File: config.mk
export PLATFORM = sky130hd
export DESIGN_NAME = sema_bank
export DESIGN_NICKNAME = d
export VERILOG_FILES = /design/src/rtl/sema_pkg.sv /design/src/rtl/sema_port_decode.sv /design/src/rtl/sema_cell.sv /design/src/rtl/sema_read_view.sv /design/src/rtl/sema_bank.sv
export SDC_FILE = /design/constraint.sdc
export NUM_CORES = 1
export LEC_CHECK = 0
export BUFFER_PORTS_ARGS = -buffer_cell sky130_fd_sc_hd__buf_4
export CAP_MARGIN = 0
export CORE_ASPECT_RATIO = 1.25
export CORE_MARGIN = 10
export CORE_UTILIZATION = 30
export CTS_CLUSTER_DIAMETER = 150
export DETAILED_ROUTE_END_ITERATION = 16
export GPL_TIMING_DRIVEN = 0
export PLACE_DENSITY = 0.6
export SLEW_MARGIN = 20
export SYNTH_ARGS = -nofsm -noshare
export SYNTH_HDL_FRONTEND = slang
export SYNTH_SLANG_ARGS = --single-unit
File: constraint.sdc
create_clock -name clk -period 3.4 [get_ports clk]
set_input_delay 0.34 -clock clk [delete_from_list [all_inputs] [get_ports clk]]
set_output_delay 0.34 -clock clk [all_outputs]
set_load 0.01 [all_outputs]
File: src/rtl/sema_pkg.sv
package sema_pkg;

   // default bank size and derived index width
   localparam int unsigned SEMA_COUNT_DEF = 8;

   function automatic int unsigned sema_idx_w(input int unsigned count);
      int unsigned w;
      w = 1;
      while ((1 << w) < count) w++;
      return w;
   endfunction

   // decoded write intent of one port towards one latch
   typedef struct packed {
      logic raise;
      logic drop;
   } req_op_t;

endpackage

File: src/rtl/sema_port_decode.sv
module sema_port_decode
   import sema_pkg::*;
#(
   parameter int unsigned NUM_SEM = 8,
   parameter int unsigned ADDR_W  = 16,
   parameter int unsigned DATA_W  = 16
) (
   input  logic              sem_sel,
   input  logic              wr,
   input  logic [ADDR_W-1:0] addr,
   input  logic [DATA_W-1:0] wdata,
   output req_op_t           ops [NUM_SEM]
);
   localparam int unsigned IDX_W = sema_idx_w(NUM_SEM);

   logic             wr_go;
   logic [IDX_W-1:0] idx;

   assign wr_go = sem_sel && wr;
   assign idx   = addr[IDX_W-1:0];

   for (genvar i = 0; i < NUM_SEM; i++) begin : g_lane
      logic hit;
      assign hit          = wr_go && (idx == IDX_W'(i));
      assign ops[i].raise = hit && !wdata[0];
      assign ops[i].drop  = hit &&  wdata[0];
   end

endmodule

File: src/rtl/sema_cell.sv
module sema_cell
   import sema_pkg::*;
(
   input  logic    clk,
   input  logic    rst_n,
   input  req_op_t op_l,
   input  req_op_t op_r,
   output logic    own_l,
   output logic    own_r
);
   logic req_l, req_r;
   logic req_l_n, req_r_n;
   logic own_l_n, own_r_n;

   always_comb begin
      req_l_n = op_l.raise ? 1'b1 : (op_l.drop ? 1'b0 : req_l);
      req_r_n = op_r.raise ? 1'b1 : (op_r.drop ? 1'b0 : req_r);
      // left keeps or takes the token unless right holds and still asks
      own_l_n = req_l_n && (own_l || !(own_r && req_r_n));
      // right keeps, or takes it when left is not claiming it
      own_r_n = req_r_n && !own_l_n && (own_r || !req_l_n);
   end

   always_ff @(posedge clk or negedge rst_n) begin
      if (!rst_n) begin
         req_l <= 1'b0;
         req_r <= 1'b0;
         own_l <= 1'b0;
         own_r <= 1'b0;
      end else begin
         req_l <= req_l_n;
         req_r <= req_r_n;
         own_l <= own_l_n;
         own_r <= own_r_n;
      end
   end

   assert_exclusive_R3: assert property (@(posedge clk) disable iff (!rst_n)
      !(own_l && own_r));

   assert_owner_asked_R2: assert property (@(posedge clk) disable iff (!rst_n)
      (own_l |-> req_l) and (own_r |-> req_r));

   assert_holder_kept_R4: assert property (@(posedge clk) disable iff (!rst_n)
      (($past(own_r) && req_r) |-> own_r) and (($past(own_l) && req_l) |-> own_l));

   assert_handoff_R5: assert property (@(posedge clk) disable iff (!rst_n)
      (($fell(own_l) && req_r) |-> own_r) and (($fell(own_r) && req_l) |-> own_l));

endmodule

File: src/rtl/sema_read_view.sv
module sema_read_view
   import sema_pkg::*;
#(
   parameter int unsigned NUM_SEM = 8,
   parameter int unsigned ADDR_W  = 16,
   parameter int unsigned DATA_W  = 16
) (
   input  logic               sem_sel,
   input  logic               wr,
   input  logic               oe,
   input  logic [ADDR_W-1:0]  addr,
   input  logic [NUM_SEM-1:0] own_vec,
   output logic [DATA_W-1:0]  rdata
);
   localparam int unsigned IDX_W = sema_idx_w(NUM_SEM);

   logic held;

   always_comb begin
      held  = sem_sel && oe && !wr && own_vec[addr[IDX_W-1:0]];
      rdata = held ? '0 : '1;
   end

endmodule

File: src/rtl/sema_bank.sv
module sema_bank
   import sema_pkg::*;
#(
   parameter int unsigned NUM_SEM = SEMA_COUNT_DEF,
   parameter int unsigned ADDR_W  = 16,
   parameter int unsigned DATA_W  = 16
) (
   input  logic              clk,
   input  logic              rst_n,
   input  logic              lt_sem_sel,
   input  logic              lt_wr,
   input  logic              lt_oe,
   input  logic [ADDR_W-1:0] lt_addr,
   input  logic [DATA_W-1:0] lt_wdata,
   output logic [DATA_W-1:0] lt_rdata,
   input  logic              rt_sem_sel,
   input  logic              rt_wr,
   input  logic              rt_oe,
   input  logic [ADDR_W-1:0] rt_addr,
   input  logic [DATA_W-1:0] rt_wdata,
   output logic [DATA_W-1:0] rt_rdata
);
   localparam int unsigned IDX_W = sema_idx_w(NUM_SEM);

   if (NUM_SEM != (1 << IDX_W)) begin : g_bad_count
      $error("sema_bank: NUM_SEM must be a power of two");
   end
   if (ADDR_W < IDX_W) begin : g_bad_addr
      $error("sema_bank: ADDR_W too narrow for the latch index");
   end
   if (DATA_W < 1) begin : g_bad_data
      $error("sema_bank: DATA_W must be at least one");
   end

   req_op_t            ops_l [NUM_SEM];
   req_op_t            ops_r [NUM_SEM];
   logic [NUM_SEM-1:0] own_l;
   logic [NUM_SEM-1:0] own_r;

   sema_port_decode #(.NUM_SEM(NUM_SEM), .ADDR_W(ADDR_W), .DATA_W(DATA_W)) u_dec_l (
      .sem_sel(lt_sem_sel), .wr(lt_wr), .addr(lt_addr), .wdata(lt_wdata), .ops(ops_l)
   );
   sema_port_decode #(.NUM_SEM(NUM_SEM), .ADDR_W(ADDR_W), .DATA_W(DATA_W)) u_dec_r (
      .sem_sel(rt_sem_sel), .wr(rt_wr), .addr(rt_addr), .wdata(rt_wdata), .ops(ops_r)
   );

   for (genvar i = 0; i < NUM_SEM; i++) begin : g_cell
      sema_cell u_cell (
         .clk(clk), .rst_n(rst_n),
         .op_l(ops_l[i]), .op_r(ops_r[i]),
         .own_l(own_l[i]), .own_r(own_r[i])
      );
   end

   sema_read_view #(.NUM_SEM(NUM_SEM), .ADDR_W(ADDR_W), .DATA_W(DATA_W)) u_view_l (
      .sem_sel(lt_sem_sel), .wr(lt_wr), .oe(lt_oe), .addr(lt_addr),
      .own_vec(own_l), .rdata(lt_rdata)
   );
   sema_read_view #(.NUM_SEM(NUM_SEM), .ADDR_W(ADDR_W), .DATA_W(DATA_W)) u_view_r (
      .sem_sel(rt_sem_sel), .wr(rt_wr), .oe(rt_oe), .addr(rt_addr),
      .own_vec(own_r), .rdata(rt_rdata)
   );

   assert_uniform_read_R8: assert property (@(posedge clk) disable iff (!rst_n)
      ((lt_rdata == '0) || (lt_rdata == '1)) && ((rt_rdata == '0) || (rt_rdata == '1)));

   assert_idle_ones_R8: assert property (@(posedge clk) disable iff (!rst_n)
      (!(lt_sem_sel && lt_oe && !lt_wr) |-> (lt_rdata == '1)) and
      (!(rt_sem_sel && rt_oe && !rt_wr) |-> (rt_rdata == '1)));

   assert_bank_exclusive_R3: assert property (@(posedge clk) disable iff (!rst_n)
      (own_l & own_r) == '0);

endmodule

### After elaboration in Yosys (flattened, before gate mapping)

Index checks and enable logic that the tools add are counted.

| cells by class | value |
|---|---|
| $add $sub $neg | 0 |
| $mul | 0 |
| div/mod/pow operators | 0 |
| $lt $le $gt $ge | 2 |
| equality and inequality tests | 14 |
| shifts and indexed selects | 0 |
| mux-type cells | 38 |
| bitwise logic cells | 0 |
| reduce and logical (&&, ||, !) cells | 134 |

Operator list:

| cell | count |
|---|---|
| $logic_and A1 B1 Y1 | 88 |
| $mux W1 | 34 |
| $mux W16 | 2 |
| $logic_not A1 Y1 | 28 |
| $eq A3 B3 Y1 const B | 8 |
| $logic_or A1 B1 Y1 | 16 |
| $eq A3 B2 Y1 const B | 4 |
| $lt A3 B4 Y1 const B | 2 |
| $bmux W1 S3 | 2 |
| $eq A3 B1 Y1 const B | 2 |
| $logic_not A3 Y1 | 2 |

| word-level totals | value |
|---|---|
| register bits after elaboration | 32 |
| latch bits | 0 |
| bits in writable memories | 0 |
| memory bits (read-only) | 0 |
| output and inout port bits | 32 |
| word-level logic and storage cells | 220 |
| memories kept | 0 |

### Depth between registers and ports, before layout

| depth | value |
|---|---|
| depth in word-level cells | 12 |
| depth in mapped cells | 5 |

### By module

A second synthesis with hierarchy kept.

| unflattened totals | value |
|---|---|
| cells, all modules | 182 |
| area total of the unflattened synthesis | 1804.2 um2 |

By module, submodules not included:

| module | instances | cells each | area an instance (um2) | seq. area each (um2) |
|---|---|---|---|---|
| sema_cell | 8 | 12 | 150.1 | 100.1 |
| sema_read_view | 2 | 20 | 185.2 | 0.0 |
| sema_port_decode | 2 | 23 | 116.4 | 0.0 |

### Least setup slack after synthesis

No wires, ideal clock.

| timing | value |
|---|---|
| path kind | input -> output |
| start point | input port lt_addr[0] |
| end point | output port lt_rdata[10] |
| arrival | 1.701 ns |
| data required time | 3.060 ns |
| setup slack | 1.359 ns |
| stages | 5 |
| cells stage by stage | buf_4 > mux4_1 > mux2i_1 > or3_1 > buf_4 |

| between the ends | value |
|---|---|
| cells in the longest elaborated chain, start to end | 4 |

Ends and longest elaborated chain:

| element | line | text |
|---|---|---|
| start, declared | sema_bank.sv:13 | `input logic [ADDR_W-1:0] lt_addr,` |
| $bmux W1 S3 | sema_read_view.sv:20 | `held = sem_sel && oe && !wr && own_vec[addr[IDX_W-1:0]];` |
| $mux W1 (not written as such) | sema_read_view.sv:20 |  |
| $logic_and A1 B1 Y1 | sema_read_view.sv:20 |  |
| $mux W16 | sema_read_view.sv:21 | `rdata = held ? '0 : '1;` |
| end, declared | sema_bank.sv:15 | `output logic [DATA_W-1:0] lt_rdata,` |

No other way between the ends. The select of a mux whose other input is x is not followed.

### Worst setup path in the final report

| timing | value |
|---|---|
| start point | register g_cell[2].u_cell.own_l |
| end point | output port lt_rdata[9] |

| between the ends | value |
|---|---|
| cells in the longest elaborated chain, start to end | 4 |

Ends and longest elaborated chain:

| element | line | text |
|---|---|---|
| start, declared | sema_cell.sv:8 | `output logic own_l,` |
| start signal, assigned | sema_cell.sv:33 | `own_l <= own_l_n;` |
| $bmux W1 S3 | sema_read_view.sv:20 |  |
| $mux W1 (not written as such) | sema_read_view.sv:20 |  |
| $logic_and A1 B1 Y1 | sema_read_view.sv:20 |  |
| $mux W16 | sema_read_view.sv:21 |  |

No other way between the ends. The select of a mux whose other input is x is not followed.

==> flow_metrics.env <==
export IMPL_async_reset_ff_share_pct=100
export IMPL_synth_edf_count=0
export IMPL_areaGrowthSynthToFinish_pct=26.5
export IMPL_drv_cap=0
export IMPL_synth_distinct_cells=31
export IMPL_drt_iter0_drc=154
export IMPL_wl_um=5720
export IMPL_timing_slew_headroom_pct=66.6
export IMPL_grt_usage_pct=11.1
export IMPL_yosysTopAreaCell="dfrtp_1"
export IMPL_start_util_pct=31.2
export IMPL_die_w_um=94.1
export IMPL_rsz0062_at_grt="no"
export IMPL_cts_made_buffers=5
export IMPL_syn_cell_area_sq_um=2060
export IMPL_portBuffers=45
export IMPL_fmax_mhz=407
export IMPL_rows=33
export IMPL_hp_class="in2reg"
export IMPL_yosys_warnings=0
export IMPL_syn_inst=222
export IMPL_grt_max_degree=33
export IMPL_synth_nets=294
export IMPL_cts_sinks=32
export IMPL_first_pass_iters=4
export IMPL_grt_pass1_vias=1844
export IMPL_tightest_slew_ns=0.499
export IMPL_yosys_top_cells_count="dfrtp_1, buf_4, nor4_1, a21oi_1"
export IMPL_drc_errors=0
export IMPL_path_clk_slew_ns=0.06
export IMPL_antenna_left=0
export IMPL_clockBufferDepth=2
export IMPL_antenna_found_initial=0
export IMPL_cts_tree="built"
export IMPL_synth_area_per_cell_sq_um=9.28
export IMPL_ir_drop_mv=0.264
export IMPL_worstSetupEndpointType="output pin"
export IMPL_status="completed"
export IMPL_p_total_mw=1.23
export IMPL_tns_ns=0
export IMPL_seq_area_frac_synth_pct=38.9
export IMPL_fin_nets=347
export IMPL_cts_repair_resized=0
export IMPL_synth_most_common_cell="dfrtp_1"
export IMPL_vias=1846
export IMPL_routed_via_density=5.09
export IMPL_fin_crit_ns=2.46
export IMPL_gp_congestion=0.815
export IMPL_cp_arrival_ns=2.12
export IMPL_p_per_area_nw_per_um2=471
export IMPL_finalCritPeriodShare_pct=72.3
export IMPL_gr_total_overflow=0
export IMPL_synth_seq_cells=32
export IMPL_yosys_top_cells_area="dfrtp_1, buf_4, nor4_1, a21oi_1, and3_1"
export IMPL_ios=104
export IMPL_drv_slew=0
export IMPL_htreeDepth=2
export IMPL_nFillCells=686
export IMPL_n_antenna_cell=0
export IMPL_clk_root_buffer_cell="clkbuf_8"
export IMPL_utilization_pct=39.5
export IMPL_hold_buffers=1
export IMPL_crit_type="reg2out"
export IMPL_core_sq_um=6610
export IMPL_crit_path_max_fanout=16
export IMPL_fp_dieH_um=113
export IMPL_yosys_area_top_type_share_pct=38.9
export IMPL_p_leak_nw=1.23
export IMPL_clk_latency_ns=0.29
export IMPL_skew_ns=0.00294
export IMPL_post_cts_buffers=0
export IMPL_grt_first_pass_wirelength_um=9430
export IMPL_hold_viol=0
export IMPL_critPathRequiredTime_ns=3.06
export IMPL_cp_start_kind="register"
export IMPL_dp_hpwl_um=4340
export IMPL_wl_per_cell_um=15.8
export IMPL_ys_flop_type="dfrtp_1"
export IMPL_dieArea_sq_um=10600
export IMPL_drive_above_1_share_pct=33.0
export IMPL_setup_viol=0
## through the flow
step | hold WS (ns) | std cells | setup WS (ns) | cell area, sq um
final | 0.384 | 363 | 0.943 | 2610
after global routing | 0.402 | 363 | 0.801 | 2610
after CTS | 0.378 | 363 | 0.938 | 2610
after detailed placement | 0.307 | 354 | 1.12 | 2510
after global placement | 0.306 | 354 | 1.17 | 2510
after floorplan | 0.0444 | 222 | 1.36 | 2060
## critical path, stage by stage (launching register included)
cell and delay, ns:
dfrtp_1 0.41, mux4_1 0.54, mux2i_1 0.14, or3_1 0.43
buf_4 0.19, buf_4 0.11
## placed cells by master, fill, tap and decap left out
cell type | Yosys | layout
and3b_1 | 2 | 2
clkbuf_8 | 0 | 6
and2_0 | 1 | 1
and2_1 | 2 | 2
nor4b_1 | 1 | 1
nand3_1 | 1 | 1
a221oi_1 | 1 | 1
nand2b_1 | 1 | 1
or2b_1 | 1 | 1
buf_4 | 31 | 76
a21oi_1 | 21 | 21
or2_4 | 1 | 1
dlygate4sd3_1 | 0 | 1
and2b_1 | 3 | 3
inv_1 | 8 | 8
or3_1 | 4 | 4
dfrtp_1 | 32 | 32
a211oi_1 | 9 | 9
or2_1 | 1 | 1
mux4_1 | 2 | 2
and4b_1 | 7 | 7
nor2b_1 | 9 | 9
o21ai_0 | 2 | 2
nand3b_1 | 9 | 9
mux2i_1 | 2 | 2
clkbuf_1 | 3 | 5
buf_2 | 5 | 5
nand2_1 | 6 | 6
nor2_1 | 16 | 16
mux4_2 | 2 | 2
nor4_1 | 22 | 22
buf_6 | 1 | 1
and3_1 | 16 | 16
## kinds of logic after synthesis
logic type      after synthesis  synth area share [%]
flops                        32                  38.9
mux                           6                  5.71
simple gates                103                  31.1
compound gates               33                  9.29
buf+inv                      48                  15.1
## path summary, 6_finish.rpt
path / start / to / slack [ns] / depth (start not counted)
setup / recovery: g_cell[2].u_cell.own_l / lt_rdata[9] / 0.94 / 5
hold / removal: lt_wdata[0] / g_cell[0].u_cell.req_l / 0.38 / 3
setup reg to reg: g_cell[0].u_cell.own_l / g_cell[0].u_cell.own_l / 2.25 / 3
hold reg to reg: g_cell[6].u_cell.req_l / g_cell[6].u_cell.req_l / 0.53 / 2
max in group asynchronous: rst_n / g_cell[6].u_cell.own_r / 2.56 / 2
min in group asynchronous: rst_n / g_cell[3].u_cell.req_r / 0.55 / 2
## report_power, final
part           internal [mW]  switching (mW)  total (mW)
registers              0.483          0.0713       0.554
clock network          0.165           0.140       0.305
logic                  0.191           0.177       0.368
total                  0.838           0.389        1.23
## cell type report
cell class | instances | area, sq um | share of cell area [%]
Multi-Input combinational cell | 142 | 950 | 36.4
Sequential cell | 32 | 801 | 30.7
Timing Repair Buffer | 46 | 348 | 13.3
Buffer | 40 | 280 | 10.7
Tap cell | 87 | 109 | 4.17
Clock buffer | 8 | 90.1 | 3.45
Inverter | 8 | 30.0 | 1.15
## flip-flops by register name, summed over array words and instances, names as in the netlist
register,cells
g_cell.u_cell.req_r,8
g_cell.u_cell.own_l,8
g_cell.u_cell.req_l,8
g_cell.u_cell.own_r,8
## routing by layer
layer / track usage, % / up-vias / part of all wire (%)
met3: 4.20 / 13 / 10
li1: - / 883 / -
met4: 4.06 / 0 / 2.0
met2: 16.2 / 93 / 43
met5: 0 / - / 0
met1: 14.3 / 857 / 45
Note: power is estimated with default switching activity, not from simulation.
